[config.mk]
export PLATFORM = sky130hd
export DESIGN_NAME = shrot_unit
export DESIGN_NICKNAME = d
export VERILOG_FILES = /design/src/rtl/shrot_pkg.sv /design/src/rtl/shrot_count_sel.sv /design/src/rtl/shrot_barrel.sv /design/src/rtl/shrot_mask.sv /design/src/rtl/shrot_unit.sv
export SDC_FILE = /design/constraint.sdc
export NUM_CORES = 1
export LEC_CHECK = 0
export ABC_AREA = 0
export CORE_MARGIN = 2
export CORE_UTILIZATION = 55
export DETAILED_ROUTE_END_ITERATION = 8
export GPL_TIMING_DRIVEN = 1
export PLACE_DENSITY_LB_ADDON = 0.25
export SKIP_CTS_REPAIR_TIMING = 1
export SLEW_MARGIN = 25
export SYNTH_ARGS = -nofsm -noshare
export SYNTH_HDL_FRONTEND = slang
export SYNTH_HIERARCHICAL = 1
export SYNTH_SLANG_ARGS = --single-unit
export TNS_END_PERCENT = 1
[constraint.sdc]
create_clock -name clk -period 1.1 [get_ports clk]
set_input_delay 0.33 -clock clk [delete_from_list [all_inputs] [get_ports clk]]
set_output_delay 0.33 -clock clk [all_outputs]
set_load 0.01 [all_outputs]
[src/rtl/shrot_pkg.sv]
package shrot_pkg;

   typedef enum logic [2:0] {
      OP_SHL_D = 3'd0,
      OP_SHR_D = 3'd1,
      OP_SAR_D = 3'd2,
      OP_SHL_W = 3'd3,
      OP_SHR_W = 3'd4,
      OP_SAR_W = 3'd5,
      OP_ROT_W = 3'd6
   } shrot_op_e;

   function automatic logic op_is_arith(input logic [2:0] op);
      return (op == OP_SAR_D) || (op == OP_SAR_W);
   endfunction

   function automatic logic op_is_word(input logic [2:0] op);
      return (op == OP_SHL_W) || (op == OP_SHR_W) || (op == OP_SAR_W) || (op == OP_ROT_W);
   endfunction

endpackage

[src/rtl/shrot_count_sel.sv]
module shrot_count_sel
   import shrot_pkg::*;
#(
   parameter int DATA_W = 64,
   localparam int SH_W  = $clog2(DATA_W),
   localparam int HALF_W = DATA_W / 2
) (
   input  logic [2:0]      op_sel,
   input  logic [SH_W:0]   cnt_low,
   input  logic            imm_sel,
   input  logic [SH_W-1:0] imm_cnt,
   output logic [SH_W-1:0] amt,
   output logic            oor
);

   localparam logic [SH_W-1:0] HALF_AMT = SH_W'(HALF_W);

   logic [SH_W-2:0] n_small;
   logic            word_op;
   logic            rot_op;

   assign word_op = op_is_word(op_sel);
   assign rot_op  = (op_sel == OP_ROT_W);
   assign n_small = imm_sel ? imm_cnt[SH_W-2:0] : cnt_low[SH_W-2:0];

   always_comb begin
      oor = 1'b0;
      if (rot_op) begin
         // rotate left by n realised as right shift of {w,w} by HALF-n
         amt = HALF_AMT - {1'b0, n_small};
      end else if (word_op) begin
         amt = imm_sel ? {1'b0, imm_cnt[SH_W-2:0]} : cnt_low[SH_W-1:0];
      end else begin
         amt = imm_sel ? imm_cnt : cnt_low[SH_W-1:0];
         oor = !imm_sel && cnt_low[SH_W];
      end
   end

endmodule

[src/rtl/shrot_barrel.sv]
module shrot_barrel #(
   parameter int DATA_W = 64,
   localparam int SH_W  = $clog2(DATA_W)
) (
   input  logic [DATA_W-1:0] din,
   input  logic [SH_W-1:0]   amt,
   input  logic              fill,
   output logic [DATA_W-1:0] dout,
   output logic              lost
);

   logic [SH_W:0][DATA_W-1:0] stg;
   logic [SH_W:0]             lost_v;

   assign stg[0]    = din;
   assign lost_v[0] = 1'b0;

   for (genvar s = 0; s < SH_W; s++) begin : g_stage
      localparam int SZ = 1 << s;
      assign stg[s+1]    = amt[s] ? {{SZ{fill}}, stg[s][DATA_W-1:SZ]} : stg[s];
      assign lost_v[s+1] = lost_v[s] | (amt[s] & (|stg[s][SZ-1:0]));
   end

   assign dout = stg[SH_W];
   assign lost = lost_v[SH_W];

   // an unshifted value never reports lost bits
   always_comb begin
      if (amt == '0) begin
         a_r5_no_loss_at_zero: assert (!lost);
      end
   end

endmodule

[src/rtl/shrot_mask.sv]
module shrot_mask #(
   parameter int HALF_W = 32,
   localparam int MB_W  = $clog2(HALF_W)
) (
   input  logic [MB_W-1:0]   mb,
   input  logic [MB_W-1:0]   me,
   output logic [HALF_W-1:0] mask
);

   logic wrap;
   assign wrap = (mb > me);

   for (genvar k = 0; k < HALF_W; k++) begin : g_pos
      localparam logic [MB_W-1:0] K = MB_W'(k);
      // position k counts from the word's most significant bit
      assign mask[HALF_W-1-k] = wrap ? ((K >= mb) || (K <= me))
                                     : ((K >= mb) && (K <= me));
   end

   always_comb begin
      if (mb == '0 && me == MB_W'(HALF_W-1)) begin
         a_r8_full_mask: assert (&mask);
      end
      if (mb == me) begin
         a_r7_single_bit: assert ($countones(mask) == 1);
      end
   end

endmodule

[src/rtl/shrot_unit.sv]
module shrot_unit
   import shrot_pkg::*;
#(
   parameter int DATA_W = 64,
   localparam int SH_W   = $clog2(DATA_W),
   localparam int HALF_W = DATA_W / 2,
   localparam int MB_W   = $clog2(HALF_W)
) (
   input  logic              clk,
   input  logic              rst_n,
   input  logic              op_valid,
   input  logic [2:0]        op_sel,
   input  logic [DATA_W-1:0] src,
   input  logic [DATA_W-1:0] cnt_reg,
   input  logic              imm_sel,
   input  logic [SH_W-1:0]   imm_cnt,
   input  logic [MB_W-1:0]   mask_begin,
   input  logic [MB_W-1:0]   mask_end,
   input  logic              rec_en,
   output logic [DATA_W-1:0] result,
   output logic              carry,
   output logic [2:0]        cond
);

   if (DATA_W < 16 || (1 << SH_W) != DATA_W) begin : g_bad_width
      $error("shrot_unit: DATA_W must be a power of two of at least 16");
   end

   logic [HALF_W-1:0] lo;
   logic [DATA_W-1:0] lo_zx, lo_sx, src_rev, lo_rev, b_in, b_out, b_out_rev, b_fix;
   logic [DATA_W-1:0] res_n;
   logic [HALF_W-1:0] mask;
   logic [SH_W-1:0]   amt;
   logic              oor, fill, left, word, rot, arith, legal, b_lost, carry_n;
   logic              unused_cnt_hi;

   assign lo            = src[HALF_W-1:0];
   assign lo_zx         = {{HALF_W{1'b0}}, lo};
   assign lo_sx         = {{HALF_W{lo[HALF_W-1]}}, lo};
   assign unused_cnt_hi = ^cnt_reg[DATA_W-1:SH_W+1];

   for (genvar i = 0; i < DATA_W; i++) begin : g_rev
      assign src_rev[i]   = src[DATA_W-1-i];
      assign lo_rev[i]    = lo_zx[DATA_W-1-i];
      assign b_out_rev[i] = b_out[DATA_W-1-i];
   end

   shrot_count_sel #(.DATA_W(DATA_W)) i_cnt (
      .op_sel  (op_sel),
      .cnt_low (cnt_reg[SH_W:0]),
      .imm_sel (imm_sel),
      .imm_cnt (imm_cnt),
      .amt     (amt),
      .oor     (oor)
   );

   shrot_mask #(.HALF_W(HALF_W)) i_mask (
      .mb   (mask_begin),
      .me   (mask_end),
      .mask (mask)
   );

   always_comb begin
      b_in  = '0;
      fill  = 1'b0;
      left  = 1'b0;
      word  = 1'b0;
      rot   = 1'b0;
      arith = 1'b0;
      legal = 1'b1;
      case (shrot_op_e'(op_sel))
         OP_SHL_D: begin b_in = src_rev; left = 1'b1; end
         OP_SHR_D: begin b_in = src; end
         OP_SAR_D: begin b_in = src; fill = src[DATA_W-1]; arith = 1'b1; end
         OP_SHL_W: begin b_in = lo_rev; left = 1'b1; word = 1'b1; end
         OP_SHR_W: begin b_in = lo_zx; word = 1'b1; end
         OP_SAR_W: begin b_in = lo_sx; fill = lo[HALF_W-1]; arith = 1'b1; word = 1'b1; end
         OP_ROT_W: begin b_in = {lo, lo}; rot = 1'b1; end
         default:  legal = 1'b0;
      endcase
   end

   shrot_barrel #(.DATA_W(DATA_W)) i_barrel (
      .din  (b_in),
      .amt  (amt),
      .fill (fill),
      .dout (b_out),
      .lost (b_lost)
   );

   assign b_fix = left ? b_out_rev : b_out;

   always_comb begin
      if (!legal)
         res_n = '0;
      else if (rot)
         res_n = {{HALF_W{1'b0}}, b_out[HALF_W-1:0] & mask};
      else if (oor)
         res_n = {DATA_W{fill}};
      else if (word)
         res_n = {{HALF_W{1'b0}}, b_fix[HALF_W-1:0]};
      else
         res_n = b_fix;
   end

   assign carry_n = fill & (oor ? (|b_in) : b_lost);

   logic       vld_q;
   logic [2:0] op_q;

   always_ff @(posedge clk or negedge rst_n) begin
      if (!rst_n) begin
         result <= '0;
         carry  <= 1'b0;
         cond   <= 3'b000;
         vld_q  <= 1'b0;
         op_q   <= 3'd0;
      end else begin
         vld_q <= op_valid;
         if (op_valid) begin
            result <= res_n;
            op_q   <= op_sel;
            if (arith)
               carry <= carry_n;
            if (rec_en)
               cond <= {res_n[DATA_W-1], !res_n[DATA_W-1] && (res_n != '0), res_n == '0};
         end
      end
   end

   a_r6_carry_hold: assert property (@(posedge clk) disable iff (!rst_n)
      (vld_q && !op_is_arith(op_q)) |-> $stable(carry));

   a_r2_word_upper_clear: assert property (@(posedge clk) disable iff (!rst_n)
      (vld_q && op_is_word(op_q)) |-> (result[DATA_W-1:HALF_W] == '0));

   a_r1_dword_oor_zero: assert property (@(posedge clk) disable iff (!rst_n)
      $past(op_valid && (op_sel == OP_SHL_D || op_sel == OP_SHR_D) && !imm_sel && cnt_reg[SH_W])
      |-> (result == '0));

   a_r10_cond_onehot: assert property (@(posedge clk) disable iff (!rst_n)
      $onehot0(cond));

   a_r11_hold_idle: assert property (@(posedge clk) disable iff (!rst_n)
      !vld_q |-> $stable(result));

endmodule

==> results.md, run 1 <==
- Fraction of the yosys area taken by sequential cells: 13.17%
- Grt ovf: 79
- Endpoint pin with the least setup slack after global-route repair: cond[1]$_DFFE_PN0P_/D
- Height of the die: 157.3 um
- Number of synthesized flops with an enable pin: 0
- Number of synthesized register bits: 68
- Stage at which the run stopped: global routing
- Aggregate global-route resource usage: 78.15%
- CTS buffer count: 9
- Warnings, synthesis: 6
- Status: aborted with a tool error
- Prevailing post-synth register cell: sky130_fd_sc_hd__dfrtp_1
- Placement row count: 56
- Die Wd: 157.3 um
- Async S/R FF share, synth: 100.0%
- Count of boundary I/O pins: 220
- Maximum buffer depth of the clock tree: 2
- Number of clock sinks seen by CTS: 68
- Buffer type at the clock tree root: sky130_fd_sc_hd__clkbuf_16
- Final weighted congestion in routability-driven placement: 1.225
- Error message: [ERROR GRT-0232] Routing congestion too high. Check the congestion heatmap in the GUI.
- Total nets after synthesis: 1856
- Count of mapped cells out of synthesis: 1698
- Placed Cells: 2624
- Placed standard-cell area: 19080 um^2
- Kind of the worst endpoint: register data pin
- Maximum number of pins on one net before global-route repair: 83
- Mapped Area: 12920 um^2
- HPWL Detailed: 51850 um
- I/O Buffers: 162
- Unique masters post-synth: 101
- Mean instance size in the synthesized netlist: 7.609 um^2
- Depth of the CTS H-tree: 3
- Initial Util: 55.54%
[cell usage after synthesis (8+ instances only)]
| master | number | area (um^2) |
|---|---|---|
| sky130_fd_sc_hd__a211oi_1 | 25 | 187.7 |
| sky130_fd_sc_hd__a21oi_1 | 101 | 505.5 |
| sky130_fd_sc_hd__a221oi_1 | 37 | 324.1 |
| sky130_fd_sc_hd__a22o_1 | 8 | 70.07 |
| sky130_fd_sc_hd__a22oi_1 | 68 | 510.5 |
| sky130_fd_sc_hd__a31oi_1 | 61 | 381.6 |
| sky130_fd_sc_hd__a32o_1 | 16 | 160.2 |
| sky130_fd_sc_hd__buf_1 | 26 | 97.59 |
| sky130_fd_sc_hd__buf_2 | 25 | 125.1 |
| sky130_fd_sc_hd__buf_6 | 13 | 146.4 |
| sky130_fd_sc_hd__clkbuf_1 | 94 | 352.8 |
| sky130_fd_sc_hd__dfrtp_1 | 68 | 1702 |
| sky130_fd_sc_hd__inv_1 | 27 | 101.4 |
| sky130_fd_sc_hd__maj3_2 | 28 | 315.3 |
| sky130_fd_sc_hd__mux2_1 | 8 | 90.09 |
| sky130_fd_sc_hd__mux2_2 | 49 | 551.8 |
| sky130_fd_sc_hd__mux2i_1 | 113 | 1131 |
| sky130_fd_sc_hd__mux4_2 | 61 | 1374 |
| sky130_fd_sc_hd__nand2_1 | 267 | 1002 |
| sky130_fd_sc_hd__nand2b_1 | 9 | 56.30 |
| sky130_fd_sc_hd__nand3_1 | 26 | 130.1 |
| sky130_fd_sc_hd__nand4_1 | 12 | 75.07 |
| sky130_fd_sc_hd__nor2_1 | 127 | 476.7 |
| sky130_fd_sc_hd__nor2b_1 | 9 | 56.30 |
| sky130_fd_sc_hd__nor3_1 | 20 | 100.1 |
| sky130_fd_sc_hd__nor3b_1 | 16 | 120.1 |
| sky130_fd_sc_hd__nor4_1 | 17 | 106.4 |
| sky130_fd_sc_hd__o211ai_1 | 20 | 150.1 |
| sky130_fd_sc_hd__o21a_1 | 17 | 127.6 |
| sky130_fd_sc_hd__o21ai_0 | 114 | 570.6 |
| sky130_fd_sc_hd__o21ai_1 | 26 | 130.1 |
| sky130_fd_sc_hd__o22ai_1 | 17 | 106.4 |
| sky130_fd_sc_hd__o2bb2ai_1 | 33 | 289.0 |
[kinds of logic after synthesis]
kind of cell	count (synthesis)	share of synthesized area, %
xor+xnor	6	0.4067
buf+inv	196	7.225
flops	68	13.17
compound gates	613	32.20
mux	233	24.59
fa+ha+maj	36	3.176
simple gates	546	19.23
[per-layer routing]
metal	GRT overflow	global-route usage (%)
met3	0	66.19
met1	5	78.14
met2	36	93.05
met4	38	74.89
met5	0	35.40
[per-stage QoR]
| step | setup slack (ns) | setup TNS, ns |
|---|---|---|
| 2_1_floorplan | -3.469 | -180.25 |
| 3_3_place_gp | -4.492 | -242.36 |
| 3_5_place_dp | -4.626 | -250.74 |
| 4_1_cts | -4.305 | -253.49 |
==> run 2: changes to the inputs <==
- CORE_UTILIZATION: 55 -> 40
- PLACE_DENSITY_LB_ADDON: 0.25 -> 0.15
==> results.md, run 2 <==
- Data arrival time at the worst-slack endpoint: 4.67 ns
- Clock group share of total power: 10.8%
- Die Wd: 183.7 um (+17%)
- Max capacitance violation total: 0
- Maximum number of pins on one net before global-route repair: 83
- Cell taking the most area after synthesis: sky130_fd_sc_hd__dfrtp_1
- Flip-flop count of the largest register after layout: 64
- Final routed DRC violation total: 0
- HPWL Detailed: 55760 um (+7.5%)
- Setup violation total in the final timing report: 136
- DR vias: 18510
- Number of synthesized flops with an enable pin: 0 (unchanged)
- Minimum clock period: 4.452 ns
- Required time at the worst-slack endpoint: 1.31 ns
- Number of clock sinks seen by CTS: 68 (unchanged)
- Family of cells with the greatest summed delay on the critical path: compound AO/OA/AOI/OAI gates
- Mapped Area: 12920 um^2 (unchanged)
- Placed standard-cell area: 19640 um^2 (+2.9%)
- Aggregate global-route resource usage: 39.68%
- Static leakage: 0.009614 uW
- Most used standard cells in the synthesized netlist: 267 x sky130_fd_sc_hd__nand2_1, 127 x sky130_fd_sc_hd__nor2_1, 114 x sky130_fd_sc_hd__o21ai_0
- Top library cells by usage in the layout, fill and taps aside: 668 x sky130_fd_sc_hd__buf_4, 243 x sky130_fd_sc_hd__nand2_1, 111 x sky130_fd_sc_hd__nor2_1, 87 x sky130_fd_sc_hd__a21oi_1
- Height of the die: 183.7 um (+17%)
- Final clock period utilization by the worst path: 404.7%
- PnR worst setup slack: -3.352 ns
- Ratio of cells with drive above 1 in the final layout: 49.06%
- Max Clock Skew: 0 ns
- Slew at the pin closest to its max-slew limit: 0.9625 ns
- Grt ovf: 0
- Placement row count: 65 (+16%)
- Post-Place Setup Slack: -4.256 ns (+0.3701 ns)
- Fraction of the yosys area taken by sequential cells: 13.17% (unchanged)
- Final net count: 2597
- Net load switching power: 12910 uW
- Critical Setup Path Class: in -> reg
- Most flops, register: result
- Most frequently used cell type in the post-synthesis netlist: sky130_fd_sc_hd__nand2_1
- Maximum buffer depth of the clock tree: 2 (unchanged)
- Buffer type at the clock tree root: sky130_fd_sc_hd__clkbuf_16
- Post-synthesis to final-layout area growth: 68.10%
- Fraction of synthesized cell area taken by the top area cell type: 13.17% (unchanged)
- Worst-path cell chain: buf_4 -> mux2i_2 -> ha_1 -> nor2_2 -> a21oi_4 -> buf_12 -> clkbuf_16 -> buf_4 -> buf_4 -> mux2i_1 -> o22a_1 -> o32a_1 -> o211ai_1 -> mux2_4 -> buf_6 -> nor3b_1 -> a21oi_1 -> o2bb2ai_2 -> nor4_2 -> nand4_1 -> nor3_4 -> o21ai_1
- Count of boundary I/O pins: 220 (unchanged)
- Type of the most critical hold path: in -> async
- Power consumption: 27930 uW
- Clock tree from TritonCTS: yes
- Max stage delay cell, worst path: sky130_fd_sc_hd__mux2_4
- Sequential Power Share: 11.5%
- Initial Util: 40.73% (-15 points)
- Count of mapped cells out of synthesis: 1698 (unchanged)
- Maximum fanout along the worst path: 7
- Switching part of the total power: 46.23%
- Slowest cell delay on critical path: 0.37 ns
- Setup repair after global routing missed its margin: yes
- Routed Wire Length: 72250 um
- Prevailing post-synth register cell: sky130_fd_sc_hd__dfrtp_1
- Power density cells: 1286 nW/um^2
- Busiest layer in global routing: met1
- Violated checks: setup timing
- Highest ir drop seen on vdd: 0.0008368 V
- Status: complete, but fails checks
- Mean instance size in the synthesized netlist: 7.609 um^2 (unchanged)
- Total internal power: 15020 uW
- Number of failing hold endpoints at the final stage: 0
- First-pass GRT wire length: 102300 um
- Portion of total power attributed to combinational logic: 77.7%
- Depth of the CTS H-tree: 3 (unchanged)
- Met2 usage in global routing: 55.74%
- Wire per inst: 25.39 um
- Async S/R FF share, synth: 100.0% (unchanged)
- I/O Buffers: 162 (unchanged)
- Warnings, synthesis: 6 (unchanged)
- Cell types occupying the most area after synthesis: sky130_fd_sc_hd__dfrtp_1 13%, sky130_fd_sc_hd__mux4_2 11%, sky130_fd_sc_hd__mux2i_1 8.8%
- Via-per-instance ratio: 6.505
- Antenna cells: 0
- Core ar.: 31720 um^2
- Area of the multi-input gates: 11650 um^2
- Slew HR: 35.29%
- Floorplan die area: 33750 um^2
- Violation count after the first detailed-routing iteration: 2892
- Startpoint type of the worst setup path: input port
- Met1 usage in global routing: 59.01%
- Clock slew at the register clock pins of the worst setup and hold paths: 0.07 ns
- Count of filler cells inserted in the layout: 2633
- Unique masters post-synth: 101 (unchanged)
- Crit path buffers/inverters: 6
- Number of search-and-repair iterations in the first detailed-routing pass: 7
- Crit-path most repeated cell: sky130_fd_sc_hd__buf_4
- Flip-flop and latch area: 1702 um^2
- CTS buffer count: 9 (unchanged)
- Fin. max-slew vios: 0
- Vias in the first global route: 16550
- Fin area: 21720 um^2
- Number of routed nets with antenna violations: 0
- Antenna violations before repair: 0
- Most common library cell in the layout ignoring fill and taps: sky130_fd_sc_hd__buf_4
- Clock latency on the worst-skew pair: 0.33 ns
- Worst setup EP type: register
- Number of synthesized register bits: 68 (unchanged)
- Total nets after synthesis: 1856 (unchanged)
- Highest attainable clock frequency: 224.6 MHz
- Met3 track demand over resource in global routing: 12.24%
- Final weighted congestion in routability-driven placement: 1.092 (-11%)
- Biggest regs: result (64), cond (3), carry (1)
run 2: cell families after synthesis:
kind of cell | after synthesis | synth area share (%)
compound gates | 613 | 32.20
xor+xnor | 6 | 0.4067
fa+ha+maj | 36 | 3.176
buf+inv | 196 | 7.225
flops | 68 | 13.17
mux | 233 | 24.59
simple gates | 546 | 19.23
run 2: layout make-up:
type / instances / area share [%]
sequential: 68 / 7.835
inverter: 33 / 0.5703
timing repair buffer: 891 / 34.23
tap: 402 / 2.316
clock buffer: 9 / 1.037
clock inverter: 7 / 0.3457
multi-input combinational: 1436 / 53.66
run 2: metal layers:
metal / routed length (um) / vias up
li1: - / 8045
met1: 30430 / 8794
met2: 29300 / 1460
met3: 10250 / 212
met4: 2207 / 2
met5: 58 / -
run 2: worst paths after layout:
check,startpoint,to,slack (ns),depth (start not counted)
max,imm_sel,cond[1],-3.35,22
min,rst_n,result[44],0.003,2
max reg2reg,cond[1],cond[1],0.10,3
min reg2reg,result[61],result[61],0.52,2
max in group asynchronous,rst_n,result[4],0.79,2
min in group clk,result[61],result[61],0.52,2
run 2: per-stage QoR:
step                cells  utilization (%)  hold WS [ns]  TNS [ns]
CTS                  2767            62.86       0.01962   -256.25
global route         2846            68.47       0.02623   -196.78
global placement     2751            61.91        0.3726   -250.51
finish               2846            68.47      0.002711   -187.40
floorplan            1698                -       0.03441   -180.25
detailed placement   2751            61.91        0.3781   -253.79
run 2: worst reg2reg max path, delay by kind of cell (launching register included):
| family | cells | cell delay [ns] |
|---|---|---|
| AOI/OAI and AO/OA | 2 | 0.17 |
| DFF | 1 | 0.41 |
| muxes | 1 | 0.30 |
run 2: power by group through the flow:
stage,Clock (uW),Combinational (uW),Sequential [uW]
2_1_floorplan,0,8340,3450
3_3_place_gp,0,18800,3240
3_5_place_dp,0,18800,3250
4_1_cts,3010,18900,3210
5_1_grt,3130,22500,3260
6_report,3010,21700,3210
Power figures use the tool's default switching activity.
==> run 3: changes to the inputs <==
- RECOVER_POWER: default -> 25
==> results.md, run 3 (same netlist as run 2, synthesis figures left out) <==
- Static leakage: 0.009609 uW (about the same)
- First-pass GRT wire length: 102300 um (unchanged)
- Floorplan die area: 33750 um^2 (unchanged)
- Depth of the CTS H-tree: 3 (unchanged)
- Count of boundary I/O pins: 220 (unchanged)
- Die Wd: 183.7 um (unchanged)
- Ratio of cells with drive above 1 in the final layout: 49.06% (unchanged)
- Setup repair after global routing missed its margin: yes
- Placed standard-cell area: 19640 um^2 (unchanged)
- Via-per-instance ratio: 6.520 (+0.23%)
- Initial Util: 40.73% (unchanged)
- Number of search-and-repair iterations in the first detailed-routing pass: 8 (+1)
- Number of clock sinks seen by CTS: 68 (unchanged)
- Biggest regs: result (64), cond (3), carry (1)
- Highest attainable clock frequency: 224.9 MHz (+0.13%)
- Clock latency on the worst-skew pair: 0.33 ns (about the same)
- Max capacitance violation total: 0 (unchanged)
- Worst reg2reg path startpoint: cond[1]
- Switching part of the total power: 46.26% (about the same)
- Most flops, register: result
- Clock slew at the register clock pins of the worst setup and hold paths: 0.07 ns (about the same)
- Status: complete, but fails checks
- Power density cells: 1287 nW/um^2 (about the same)
- Maximum number of pins on one net before global-route repair: 83 (unchanged)
- Grt ovf: 0 (unchanged)
- Max Clock Skew: 0 ns (unchanged)
- Height of the die: 183.7 um (unchanged)
- DR vias: 18560 (+0.23%)
- Net load switching power: 12920 uW (about the same)
- Required time at the worst-slack endpoint: 1.32 ns (about the same)
- Final clock period utilization by the worst path: 404.2% (-0.53 points)
- Data arrival time at the worst-slack endpoint: 4.66 ns (about the same)
- Core ar.: 31720 um^2 (unchanged)
- Portion of total power attributed to combinational logic: 77.7% (about the same)
- Fin area: 21710 um^2 (about the same)
- Startpoint type of the worst setup path: input port
- Sequential Power Share: 11.5% (about the same)
- Violated checks: setup timing
- Most common library cell in the layout ignoring fill and taps: sky130_fd_sc_hd__buf_4
- PnR worst setup slack: -3.346 ns (+0.005820 ns)
- HPWL Detailed: 55760 um (unchanged)
- Cells on worst reg2reg path: 3 (unchanged)
- Top library cells by usage in the layout, fill and taps aside: 668 x sky130_fd_sc_hd__buf_4, 243 x sky130_fd_sc_hd__nand2_1, 111 x sky130_fd_sc_hd__nor2_1, 87 x sky130_fd_sc_hd__a21oi_1
- Vias in the first global route: 16550 (unchanged)
- Placement row count: 65 (unchanged)
- Worst setup EP type: register
- CTS buffer count: 9 (unchanged)
- Setup violation total in the final timing report: 136 (unchanged)
- Post-synthesis to final-layout area growth: 68.00% (about the same)
- Buffer type at the clock tree root: sky130_fd_sc_hd__clkbuf_16
- Antenna cells: 0 (unchanged)
- Number of failing hold endpoints at the final stage: 0 (unchanged)
- Maximum buffer depth of the clock tree: 2 (unchanged)
- Highest ir drop seen on vdd: 0.0008368 V (about the same)
- Critical Setup Path Class: in -> reg
- Maximum fanout along the worst path: 7 (unchanged)
- Fin. max-slew vios: 0 (unchanged)
- Antenna violations before repair: 0 (unchanged)
- Internal reg-to-reg setup slack: 0.10 ns (about the same)
- Aggregate global-route resource usage: 39.68% (unchanged)
- Flip-flop count of the largest register after layout: 64 (unchanged)
- Setup TNS: -187.53 ns (-0.1320 ns)
- Final net count: 2597 (unchanged)
- I/O Buffers: 162 (unchanged)
- Routed Wire Length: 72270 um (about the same)
- Clock group share of total power: 10.8% (about the same)
- Type of the most critical hold path: in -> async
- Total internal power: 15010 uW (about the same)
- Clock tree from TritonCTS: yes
- Final weighted congestion in routability-driven placement: 1.092 (unchanged)
- Wire per inst: 25.39 um (about the same)
- Violation count after the first detailed-routing iteration: 2892 (unchanged)
- Slew HR: 32.20% (-3.1 points)
- Slew at the pin closest to its max-slew limit: 1.008 ns (+0.04590 ns)
- Final routed DRC violation total: 0 (unchanged)
- Number of routed nets with antenna violations: 0 (unchanged)
- Minimum clock period: 4.446 ns (-0.005820 ns)
- Destination of the worst register-to-register timing path: cond[1]
run 3: cell count changes in the layout (fill, tap and decap cells not counted):
| cell | change |
|---|---|
| sky130_fd_sc_hd__buf_12 | -1 |
| sky130_fd_sc_hd__clkbuf_4 | +1 |
run 3: power by group through the flow:
stage	clock network (uW)	logic (uW)	registers, uW
finish	3010	21700	3210
global route	3130	22500	3260
CTS	3010	18900	3210
detailed placement	0	18800	3250
global placement	0	18800	3240
floorplan	0	8340	3450
run 3: per-layer routing:
| layer | vias to the layer above | track usage, % | wire length [um] |
|---|---|---|---|
| li1 | 8043 | - | - |
| met1 | 8802 | 59.01 | 30380 |
| met2 | 1476 | 55.74 | 29220 |
| met3 | 232 | 12.24 | 10270 |
| met4 | 2 | 8.384 | 2339 |
| met5 | - | 0 | 58 |
run 3: area by class of cell:
type                    count  area (um^2)
fillers                  2635        10010
repair buffers            891         7422
multi-input cells        1436        11650
flip-flops and latches     68         1702
well taps                 402        503.0
clock inverters             7        75.07
clock buffers               9        225.2
inverters                  33        123.9
run 3: how the worst max path moves through the flow:
stage | start | endpoint | cells past startpoint
finish | imm_sel | cond[1] | 22
global route | op_sel[0] | cond[1] | 22
CTS | imm_sel | cond[1] | 20
detailed placement | imm_sel | cond[1] | 19
global placement | imm_sel | cond[1] | 19
floorplan | imm_sel | cond[1] | 25
run 3: worst max-delay path, cell delays in order:
cell	delay [ns]
sky130_fd_sc_hd__buf_4	0.13
sky130_fd_sc_hd__mux2i_2	0.15
sky130_fd_sc_hd__ha_1	0.30
sky130_fd_sc_hd__nor2_2	0.05
sky130_fd_sc_hd__a21oi_4	0.22
sky130_fd_sc_hd__buf_12	0.21
sky130_fd_sc_hd__clkbuf_16	0.17
sky130_fd_sc_hd__buf_4	0.13
sky130_fd_sc_hd__buf_4	0.13
sky130_fd_sc_hd__mux2i_1	0.36
sky130_fd_sc_hd__o22a_1	0.23
sky130_fd_sc_hd__o32a_1	0.19
sky130_fd_sc_hd__o211ai_1	0.23
sky130_fd_sc_hd__mux2_4	0.37
sky130_fd_sc_hd__buf_6	0.12
sky130_fd_sc_hd__nor3b_1	0.12
sky130_fd_sc_hd__a21oi_1	0.18
sky130_fd_sc_hd__o2bb2ai_2	0.14
sky130_fd_sc_hd__nor4_2	0.35
sky130_fd_sc_hd__nand4_1	0.21
sky130_fd_sc_hd__nor3_4	0.24
sky130_fd_sc_hd__o21ai_1	0.08
run 3: stage by stage:
step | hold WS, ns | total power (uW) | cells | util [%] | worst slack (ns)
after CTS | 0.01962 | 25090 | 2767 | 62.86 | -3.927
final | 0.2386 | 27940 | 2846 | 68.43 | -3.346
after global placement | 0.3726 | 22010 | 2751 | 61.91 | -4.339
after floorplan | 0.03441 | 11800 | 1698 | - | -3.469
after global routing | 0.3188 | 28850 | 2846 | 68.43 | -3.470
after detailed placement | 0.3781 | 22030 | 2751 | 61.91 | -4.256
